===== config.mk =====
export PLATFORM = sky130hd
export DESIGN_NAME = burst_page_cache
export DESIGN_NICKNAME = d
export VERILOG_FILES = /design/src/rtl/wcache_pkg.sv /design/src/rtl/wcache_datapath.sv /design/src/rtl/wcache_ctrl.sv /design/src/rtl/burst_page_cache.sv
export SDC_FILE = /design/constraint.sdc
export NUM_CORES = 1
export LEC_CHECK = 0
export ABC_CLOCK_PERIOD_IN_PS = 6000
export CAP_MARGIN = 10
export CELL_PAD_IN_SITES_DETAIL_PLACEMENT = 0
export CELL_PAD_IN_SITES_GLOBAL_PLACEMENT = 2
export CORE_ASPECT_RATIO = 0.6
export CORE_UTILIZATION = 52
export CTS_CLUSTER_DIAMETER = 120
export CTS_CLUSTER_SIZE = 40
export DETAILED_ROUTE_END_ITERATION = 6
export DONT_BUFFER_PORTS = 1
export HOLD_SLACK_MARGIN = 0.08
export PLACE_DENSITY = 0.85
export SLEW_MARGIN = 10
export SYNTH_ARGS = -nofsm -noshare
export SYNTH_HDL_FRONTEND = slang
export SYNTH_HIERARCHICAL = 1
export SYNTH_SLANG_ARGS = --single-unit

===== constraint.sdc =====
create_clock -name clk -period 6 [get_ports clk]
set_input_delay 1.2 -clock clk [delete_from_list [all_inputs] [get_ports clk]]
set_output_delay 1.2 -clock clk [all_outputs]
set_load 0.01 [all_outputs]

===== src/rtl/wcache_pkg.sv =====
package wcache_pkg;

  typedef enum logic [1:0] {
    ST_IDLE,
    ST_SCAN,
    ST_WAIT
  } cacheState_t;

  // strobes from control to datapath
  typedef struct packed {
    logic capture;    // store byteData in the cache
    logic restart;    // this byte opens a new burst
    logic clearMask;  // drop all loaded marks
  } dpCtrl_t;

endpackage


===== src/rtl/wcache_datapath.sv =====
module wcache_datapath
  import wcache_pkg::*;
#(
  parameter int ADDR_W         = 12,
  parameter int BYTES_PER_PAGE = 8,
  parameter int CACHE_PAGES    = 8,
  localparam int OFF_W   = $clog2(BYTES_PER_PAGE),
  localparam int PG_W    = $clog2(CACHE_PAGES),
  localparam int SLOTS   = BYTES_PER_PAGE * CACHE_PAGES,
  localparam int SLOT_W  = OFF_W + PG_W,
  localparam int APAGE_W = ADDR_W - OFF_W
) (
  input  logic                        clk,
  input  logic                        rstN,
  input  dpCtrl_t                     ctl,
  input  logic [ADDR_W-1:0]           startAddr,
  input  logic [7:0]                  byteData,
  input  logic [PG_W-1:0]             pageSel,
  output logic [APAGE_W-1:0]          pgmPage,
  output logic [BYTES_PER_PAGE*8-1:0] pageData,
  output logic [BYTES_PER_PAGE-1:0]   pageMask,
  output logic                        anyValid
);

  logic [7:0]         cacheMem [SLOTS];
  logic [SLOTS-1:0]   loaded;
  logic [SLOT_W-1:0]  wrPtr;
  logic [SLOT_W-1:0]  slot;
  logic [APAGE_W-1:0] basePage;

  // a restart lands in page 0 at the address's byte offset
  assign slot = ctl.restart ? SLOT_W'(startAddr[OFF_W-1:0]) : wrPtr;

  always_ff @(posedge clk) begin
    if (ctl.capture) cacheMem[slot] <= byteData;
  end

  always_ff @(posedge clk) begin
    if (!rstN) begin
      loaded   <= '0;
      wrPtr    <= '0;
      basePage <= '0;
    end else if (ctl.clearMask) begin
      loaded <= '0;
    end else if (ctl.capture) begin
      loaded <= (ctl.restart ? '0 : loaded) | (SLOTS'(1) << slot);
      wrPtr  <= slot + SLOT_W'(1);  // wraps at the cache size
      if (ctl.restart) basePage <= startAddr[ADDR_W-1:OFF_W];
    end
  end

  for (genvar j = 0; j < BYTES_PER_PAGE; j++) begin : gPageByte
    assign pageData[8*j +: 8] = cacheMem[{pageSel, OFF_W'(j)}];
    assign pageMask[j]        = loaded[{pageSel, OFF_W'(j)}];
  end

  assign pgmPage  = basePage + APAGE_W'(pageSel);
  assign anyValid = |loaded;

endmodule


===== src/rtl/wcache_ctrl.sv =====
module wcache_ctrl
  import wcache_pkg::*;
#(
  parameter int CACHE_PAGES = 8,
  parameter int WRITE_CLKS  = 64,
  localparam int PG_W  = $clog2(CACHE_PAGES),
  localparam int TMR_W = $clog2(WRITE_CLKS + 1)
) (
  input  logic            clk,
  input  logic            rstN,
  input  logic            byteValid,
  input  logic            firstByte,
  input  logic            commit,
  input  logic            anyValid,
  input  logic            pageHasData,
  output dpCtrl_t         ctl,
  output logic [PG_W-1:0] pageSel,
  output logic            busy,
  output logic            pgmStrobe
);

  cacheState_t      state;
  logic [TMR_W-1:0] timer;
  logic             lastPage;

  assign lastPage = (pageSel == PG_W'(CACHE_PAGES - 1));
  assign busy     = (state != ST_IDLE);

  always_comb begin
    ctl       = '0;
    pgmStrobe = 1'b0;
    case (state)
      ST_IDLE: begin
        ctl.capture = byteValid && !commit;
        ctl.restart = byteValid && firstByte && !commit;
      end
      ST_SCAN: begin
        pgmStrobe     = pageHasData;
        ctl.clearMask = !pageHasData && lastPage;
      end
      ST_WAIT: ctl.clearMask = (timer == '0) && lastPage;
      default: ;
    endcase
  end

  always_ff @(posedge clk) begin
    if (!rstN) begin
      state   <= ST_IDLE;
      pageSel <= '0;
      timer   <= '0;
    end else begin
      case (state)
        ST_IDLE: if (commit && anyValid) begin
          state   <= ST_SCAN;
          pageSel <= '0;
        end
        ST_SCAN: begin
          if (pageHasData) begin
            state <= ST_WAIT;
            timer <= TMR_W'(WRITE_CLKS - 1);
          end else if (lastPage) begin
            state <= ST_IDLE;
          end else begin
            pageSel <= pageSel + PG_W'(1);
          end
        end
        ST_WAIT: begin
          if (timer != '0) begin
            timer <= timer - TMR_W'(1);
          end else if (lastPage) begin
            state <= ST_IDLE;
          end else begin
            state   <= ST_SCAN;
            pageSel <= pageSel + PG_W'(1);
          end
        end
        default: state <= ST_IDLE;
      endcase
    end
  end

endmodule


===== src/rtl/burst_page_cache.sv =====
module burst_page_cache
  import wcache_pkg::*;
#(
  parameter int ADDR_W         = 12,
  parameter int BYTES_PER_PAGE = 8,
  parameter int CACHE_PAGES    = 8,
  parameter int WRITE_CLKS     = 64,
  localparam int OFF_W = $clog2(BYTES_PER_PAGE),
  localparam int PG_W  = $clog2(CACHE_PAGES)
) (
  input  logic                        clk,
  input  logic                        rstN,
  input  logic [ADDR_W-1:0]           startAddr,
  input  logic                        firstByte,
  input  logic                        byteValid,
  input  logic [7:0]                  byteData,
  input  logic                        commit,
  output logic                        busy,
  output logic                        pgmStrobe,
  output logic [ADDR_W-OFF_W-1:0]     pgmPage,
  output logic [BYTES_PER_PAGE*8-1:0] pgmData,
  output logic [BYTES_PER_PAGE-1:0]   pgmMask
);

  dpCtrl_t         ctl;
  logic [PG_W-1:0] pageSel;
  logic            anyValid;

  wcache_ctrl #(
    .CACHE_PAGES(CACHE_PAGES),
    .WRITE_CLKS (WRITE_CLKS)
  ) uCtrl (
    .clk        (clk),
    .rstN       (rstN),
    .byteValid  (byteValid),
    .firstByte  (firstByte),
    .commit     (commit),
    .anyValid   (anyValid),
    .pageHasData(|pgmMask),
    .ctl        (ctl),
    .pageSel    (pageSel),
    .busy       (busy),
    .pgmStrobe  (pgmStrobe)
  );

  wcache_datapath #(
    .ADDR_W        (ADDR_W),
    .BYTES_PER_PAGE(BYTES_PER_PAGE),
    .CACHE_PAGES   (CACHE_PAGES)
  ) uData (
    .clk      (clk),
    .rstN     (rstN),
    .ctl      (ctl),
    .startAddr(startAddr),
    .byteData (byteData),
    .pageSel  (pageSel),
    .pgmPage  (pgmPage),
    .pageData (pgmData),
    .pageMask (pgmMask),
    .anyValid (anyValid)
  );

endmodule


Yosys cells after proc, flatten, opt, wreduce, memory -nomap -nowiden:

Memory sizes are Yosys's and may differ from the RTL's. A register that Yosys moved wholly into a read port is not among the register bits.
Cells that the tools add are included.

* $add $sub $neg: 4
* multiply operators: 0
* div/mod/pow operators: 0
* order comparisons: 8
* equal/unequal tests: 9
* shifts and indexed selects: 1
* muxes and demuxes: 53
* bitwise operators: 3
* reduce and logical (&&, ||, !) cells: 22

Operators by type and width (number)
* $mux 6: 17
* $mux 64: 1
* $or 64x64->64: 1
* $reduce_or 64->1: 1
* $shl 1x6->64 const A: 1
* $lt 6x7->1 const B: 8
* $bmux 1 s3: 8
* $mux 7: 2
* $pmux 7 s2: 1
* $mux 1: 12
* $mux 3: 4
* $mux 2: 5
* $add 9x3->9: 1
* $pmux 3 s3: 1
* $reduce_and 3->1: 3
* $reduce_or 8->1: 1
* $logic_not 7->1: 1
* $reduce_bool 7->1: 1
* $sub 7x1->7 const B: 1
* $add 6x1->6 const B: 1
* $logic_and 1x1->1: 6
* $ne 2x1->1 const B: 3
* $pmux 2 s3: 1
* $ne 2x2->1 const B: 2
* other kinds (14): 17

* bits in registers: 91
* bits in latches: 0
* memory bits (writable): 512
* memory bits (read-only): 0
* input port bits: 25
* output and inout port bits: 83
* logic and storage cells: 107
* memories: 1

Memories
* uData.cacheMem: words 64, bits a word 8, rd ports 8, clocked after memory_dff 8, wr ports 1, line wcache_datapath.sv:25 `logic [7:0] cacheMem [SLOTS];`

Longest topological paths before layout:

* depth in word-level cells: 8
* gate-level depth with buffers: 13
* mapped depth without buffers: 11

Hierarchy:

The synthesis kept the hierarchy.

Modules (own cells, without submodules)
* wcache_datapath: times used 1, cells an instance 1224, area each 23324.9 sq um, seq. area each 16956.3 sq um
* wcache_ctrl: times used 1, cells an instance 97, area each 852.1 sq um, seq. area each 240.2 sq um
* burst_page_cache: times used 1, cells an instance 3, area each 16.3 sq um, seq. area each 0.0 sq um

Worst setup path before layout:

OpenSTA, ideal clock, no wires.

* path type: register to output
* start: register uCtrl.pageSel[0]
* end: output port pgmStrobe
* data arrival time: 2.250 ns
* data required time: 4.800 ns
* path slack: 2.550 ns
* stages on the path, launching flop included: 8
* buffers on the path: 2
* cell sequence: dfxtp_1 buf_2 buf_2 mux4_2 mux2_2 nor4_1 nand2_1 and2_1

* longest elaborated chain between the ends: 4

Ends and longest elaborated chain
* start: declaration: line wcache_ctrl.sv:17 `output logic [PG_W-1:0] pageSel,`
* start signal: assignment: line wcache_ctrl.sv:64 `pageSel <= pageSel + PG_W'(1);`
* start signal: assignment: line wcache_ctrl.sv:74 `pageSel <= pageSel + PG_W'(1);`
* $bmux 1 s3: line wcache_datapath.sv:54 `assign pageMask[j] = loaded[{pageSel, OFF_W'(j)}];`
* $mux 1 (implied by the code): line wcache_datapath.sv:54
* net pgmMask[1]: line burst_page_cache.sv:22 `output logic [BYTES_PER_PAGE-1:0] pgmMask`
* $reduce_or 8->1: line burst_page_cache.sv:39 `.pageHasData(|pgmMask),`
* $mux 1: line wcache_ctrl.sv:32 `case (state)`
* end: declaration: line burst_page_cache.sv:19 `output logic pgmStrobe,`

The timed path passes the listed nets, and every way through them passes these cells. The select of a mux whose other input is x is not followed.

Final worst setup path:

* start: register uCtrl.pageSel[0]
* end: output port pgmPage[8]

* longest elaborated chain between the ends: 1

Ends and longest elaborated chain
* $add 9x3->9: line wcache_datapath.sv:57 `assign pgmPage = basePage + APAGE_W'(pageSel);`
* end: declaration: line burst_page_cache.sv:20 `output logic [ADDR_W-OFF_W-1:0] pgmPage,`

Every way passes these cells.

==> impl_metrics.toml <==
[clocking]
htreeDepth = 1
holdBufCountCts = 0
clk_pin_slew_ns = 0.14
clk-insertion-delay-late_ns = 0.57
clock_tree.buffer_depth = 3
cts_setup_buffers = 0
cts_tree = "built"
cts_root_buf = "clkbuf_16"
cts_sinks = 603
cts_buffers = 19
cts.repair.resized = 0

[power_and_ir_drop]
leakagePower_uw = 0.00750
vdd_drop_max_uv = 255
p_per_area_nw_per_um2 = 279

[synthesis]
synthesis.nets = 1367
synthDistinctLibCells = 62
yosysSeqAreaShare_pct = 71.1
async_reset_ff_share_pct = 0
netlist_instances = 1324
synth_edf_count = 512
ys_warn_count = 6
ys_seq_elements = 603
synth_area_um2 = 24200
synth_flop_cell = "edfxtp_1"
post_synth.cell_area_avg_um2 = 18.3

[placement]
dp_hpwl_mm = 31.3
port_buffers = 0
gp_congestion = 0.817

[drt]
firstDrtPassIters = 5
post-route-drc-count = 0
vias = 11800
ant_nets = 0
wl_per_cell_um = 26.6
vias_per_cell = 6.17
drt_iter0_drc = 1350
wl_mm = 50.7

[floorplanning]
die_x_um = 280
rows = 60
ioPinCount = 108
coreArea_um2 = 45300
start_util_pct = 53.4
die_h_um = 169
dieArea_um2 = 47400

[sta]
finalCritPeriodShare_pct = 80.3
slew_headroom_pct = 28.1
final-setup-viol-count = 0
finClkSkew_ns = 0.0554
hold_viol = 0
clock.fmax_ghz = 0.208
layout_min_cycle_time_ns = 4.82
setup-tns-final_ns = 0
fin_hold_ws_ns = 0.488
tightest_slew_ns = 1.08
rsz0062_at_grt = "no"
slew_viol_final = 0

[finish]
final_nets = 1319
drive_gt1_share_pct = 21.0
area_growth_pct = 4.50
diodes = 0

[worst_setup_path]
end_kind = "output pin"
worstReg2RegEnd = "uData/loaded[32]"
reg2reg_from = "uCtrl/pageSel[0]"
rr_worst_depth = 10
critPathKind = "reg2out"
crit_fanout = 114
crit_required_ns = 4.80
reg2reg_slack_ns = 1.80
setup.worst_path.start_class = "register"
arrival_ns = 3.62

[worst_hold_path]
hold_end = "uData/basePage[8]"
min-delay-start = "uData/basePage[8]"
hp-class = "reg2reg"
min_path_cells = 2

[global_route]
antenna_found_initial = 1
grt_pass1_vias = 11700
grt_max_degree = 119
track_usage_pct = 21.8
grt_first_pass_wirelength_mm = 76.6
grt_overflow_total = 0

[flow_run]
cap_viol_max_count = 0

[status]
status = "complete, no violations"
cell usage after synthesis (2+ instances only):
master,n,area (um2)
or3_1,3,18.8
nor4_1,18,113
clkbuf_1,42,158
o21a_1,3,22.5
a31oi_1,2,12.5
mux2i_1,6,60.1
buf_6,7,78.8
a311oi_1,3,26.3
nor3b_1,5,37.5
nand4_1,6,37.5
xnor2_1,2,17.5
or2_2,2,12.5
nand2_1,44,165
nand3b_1,3,22.5
and2_1,11,68.8
ha_1,17,213
xor2_1,5,43.8
nor2b_1,5,31.3
nor3_1,3,15.0
a22oi_1,62,465
and4_1,2,17.5
a21boi_0,13,97.6
a21oi_1,8,40.0
o211ai_1,2,15.0
buf_1,6,22.5
edfxtp_1,512,15400
nor3_2,4,40.0
or4_1,2,15.0
o21ai_0,2,10.0
nand3_1,9,45.0
mux4_2,144,3240
nor2_1,145,544
mux2_2,73,822
nand2b_1,8,50.1
dfxtp_1,91,1820
buf_2,22,110
inv_1,7,26.3
final cells by class:
| class | instances | area (um2) |
|---|---|---|
| well taps | 620 | 776 |
| fillers | 3477 | 20100 |
| clock buffers | 31 | 520 |
| multi-input cells | 634 | 6590 |
| flip-flops and latches | 603 | 17200 |
| repair buffers | 9 | 92.6 |
| clock inverters | 2 | 60.1 |
| inverters | 9 | 35.0 |
placed cells by master, fill, tap and decap left out, types with 3 or more instances in the layout:
master | netlist | layout
nand2_1 | 44 | 43
ha_1 | 17 | 17
edfxtp_1 | 512 | 512
xor2_1 | 5 | 5
nor4_1 | 18 | 18
nor3b_1 | 5 | 5
clkbuf_16 | 0 | 19
nor2b_1 | 5 | 5
nand2b_1 | 8 | 7
a22oi_1 | 62 | 62
or3_1 | 3 | 3
nor2_1 | 145 | 145
nor3_1 | 3 | 3
nand4_1 | 6 | 6
mux2_2 | 73 | 73
and2_1 | 11 | 11
o21a_1 | 3 | 3
a21oi_1 | 8 | 8
nor3_2 | 4 | 4
dfxtp_4 | 0 | 3
clkbuf_1 | 42 | 12
nand3b_1 | 3 | 3
a311oi_1 | 3 | 3
buf_4 | 1 | 7
dfxtp_1 | 91 | 88
mux2i_1 | 6 | 6
a21boi_0 | 13 | 13
mux4_2 | 144 | 144
nand3_1 | 9 | 9
inv_1 | 7 | 7
worst max-delay path by stage:
stage	start	end	slack, ns	cells after the start
after floorplan	uCtrl/pageSel[0]	pgmStrobe	2.55	7
after global placement	uCtrl/pageSel[0]	pgmPage[8]	1.78	7
after detailed placement	uCtrl/pageSel[0]	pgmPage[8]	1.75	7
after CTS	uCtrl/pageSel[0]	pgmPage[8]	1.10	7
after global routing	uCtrl/pageSel[0]	pgmPage[8]	0.83	7
final	uCtrl/pageSel[0]	pgmPage[8]	1.18	7
critical path, stage by stage, from the launching register on:
cell and delay, ns:
dfxtp_4 0.86, buf_12 0.62, ha_1 0.33, fa_1 0.22, a21oi_1 0.10, nor2_1 0.18, nand3_1 0.12, xnor2_1 0.29
power by group:
group | switching (uW) | internal [uW]
sequential | 45.3 | 4560
combinational | 325 | 293
clock | 1170 | 665
total | 1540 | 5520
registers in the layout, summed over array words and instances, names as in the netlist:
signal / count
uData/basePage: 9
uCtrl/pageSel: 3
uData/cacheMem: 512
uCtrl/timer: 7
uCtrl/state: 2
uData/wrPtr: 6
uData/loaded: 64
stage by stage:
step | area (um2) | std cells | power (uW) | setup WS [ns] | utilization (%)
floorplan | 24200 | 1324 | 5210 | 2.55 | -
global placement | 24700 | 1875 | 5320 | 1.78 | 54.5
detailed placement | 24700 | 1875 | 5330 | 1.75 | 54.5
CTS | 25300 | 1908 | 7120 | 1.10 | 55.8
global route | 25300 | 1908 | 7290 | 0.826 | 55.8
finish | 25300 | 1908 | 7060 | 1.18 | 55.8
per-layer routing:
| layer | GRT usage [%] | wire length, um |
|---|---|---|
| met1 | 34.7 | 24200 |
| met2 | 32.5 | 22700 |
| met3 | 3.82 | 3150 |
| met4 | 2.80 | 632 |
| met5 | 0 | 13 |
cell families (layout without fill, tap and decap cells):
family | count (synthesis) | after routing | synth area share, %
AO/OA/AOI/OAI | 107 | 107 | 3.34
XOR/XNOR | 7 | 7 | 0.253
adder cells (fa/ha/maj) | 18 | 18 | 0.962
buffers and inverters | 87 | 51 | 1.70
flip-flops | 603 | 603 | 71.1
multiplexers | 225 | 225 | 17.2
AND/OR/NAND/NOR | 277 | 277 | 5.46
Note: power is estimated with default switching activity, not from simulation.
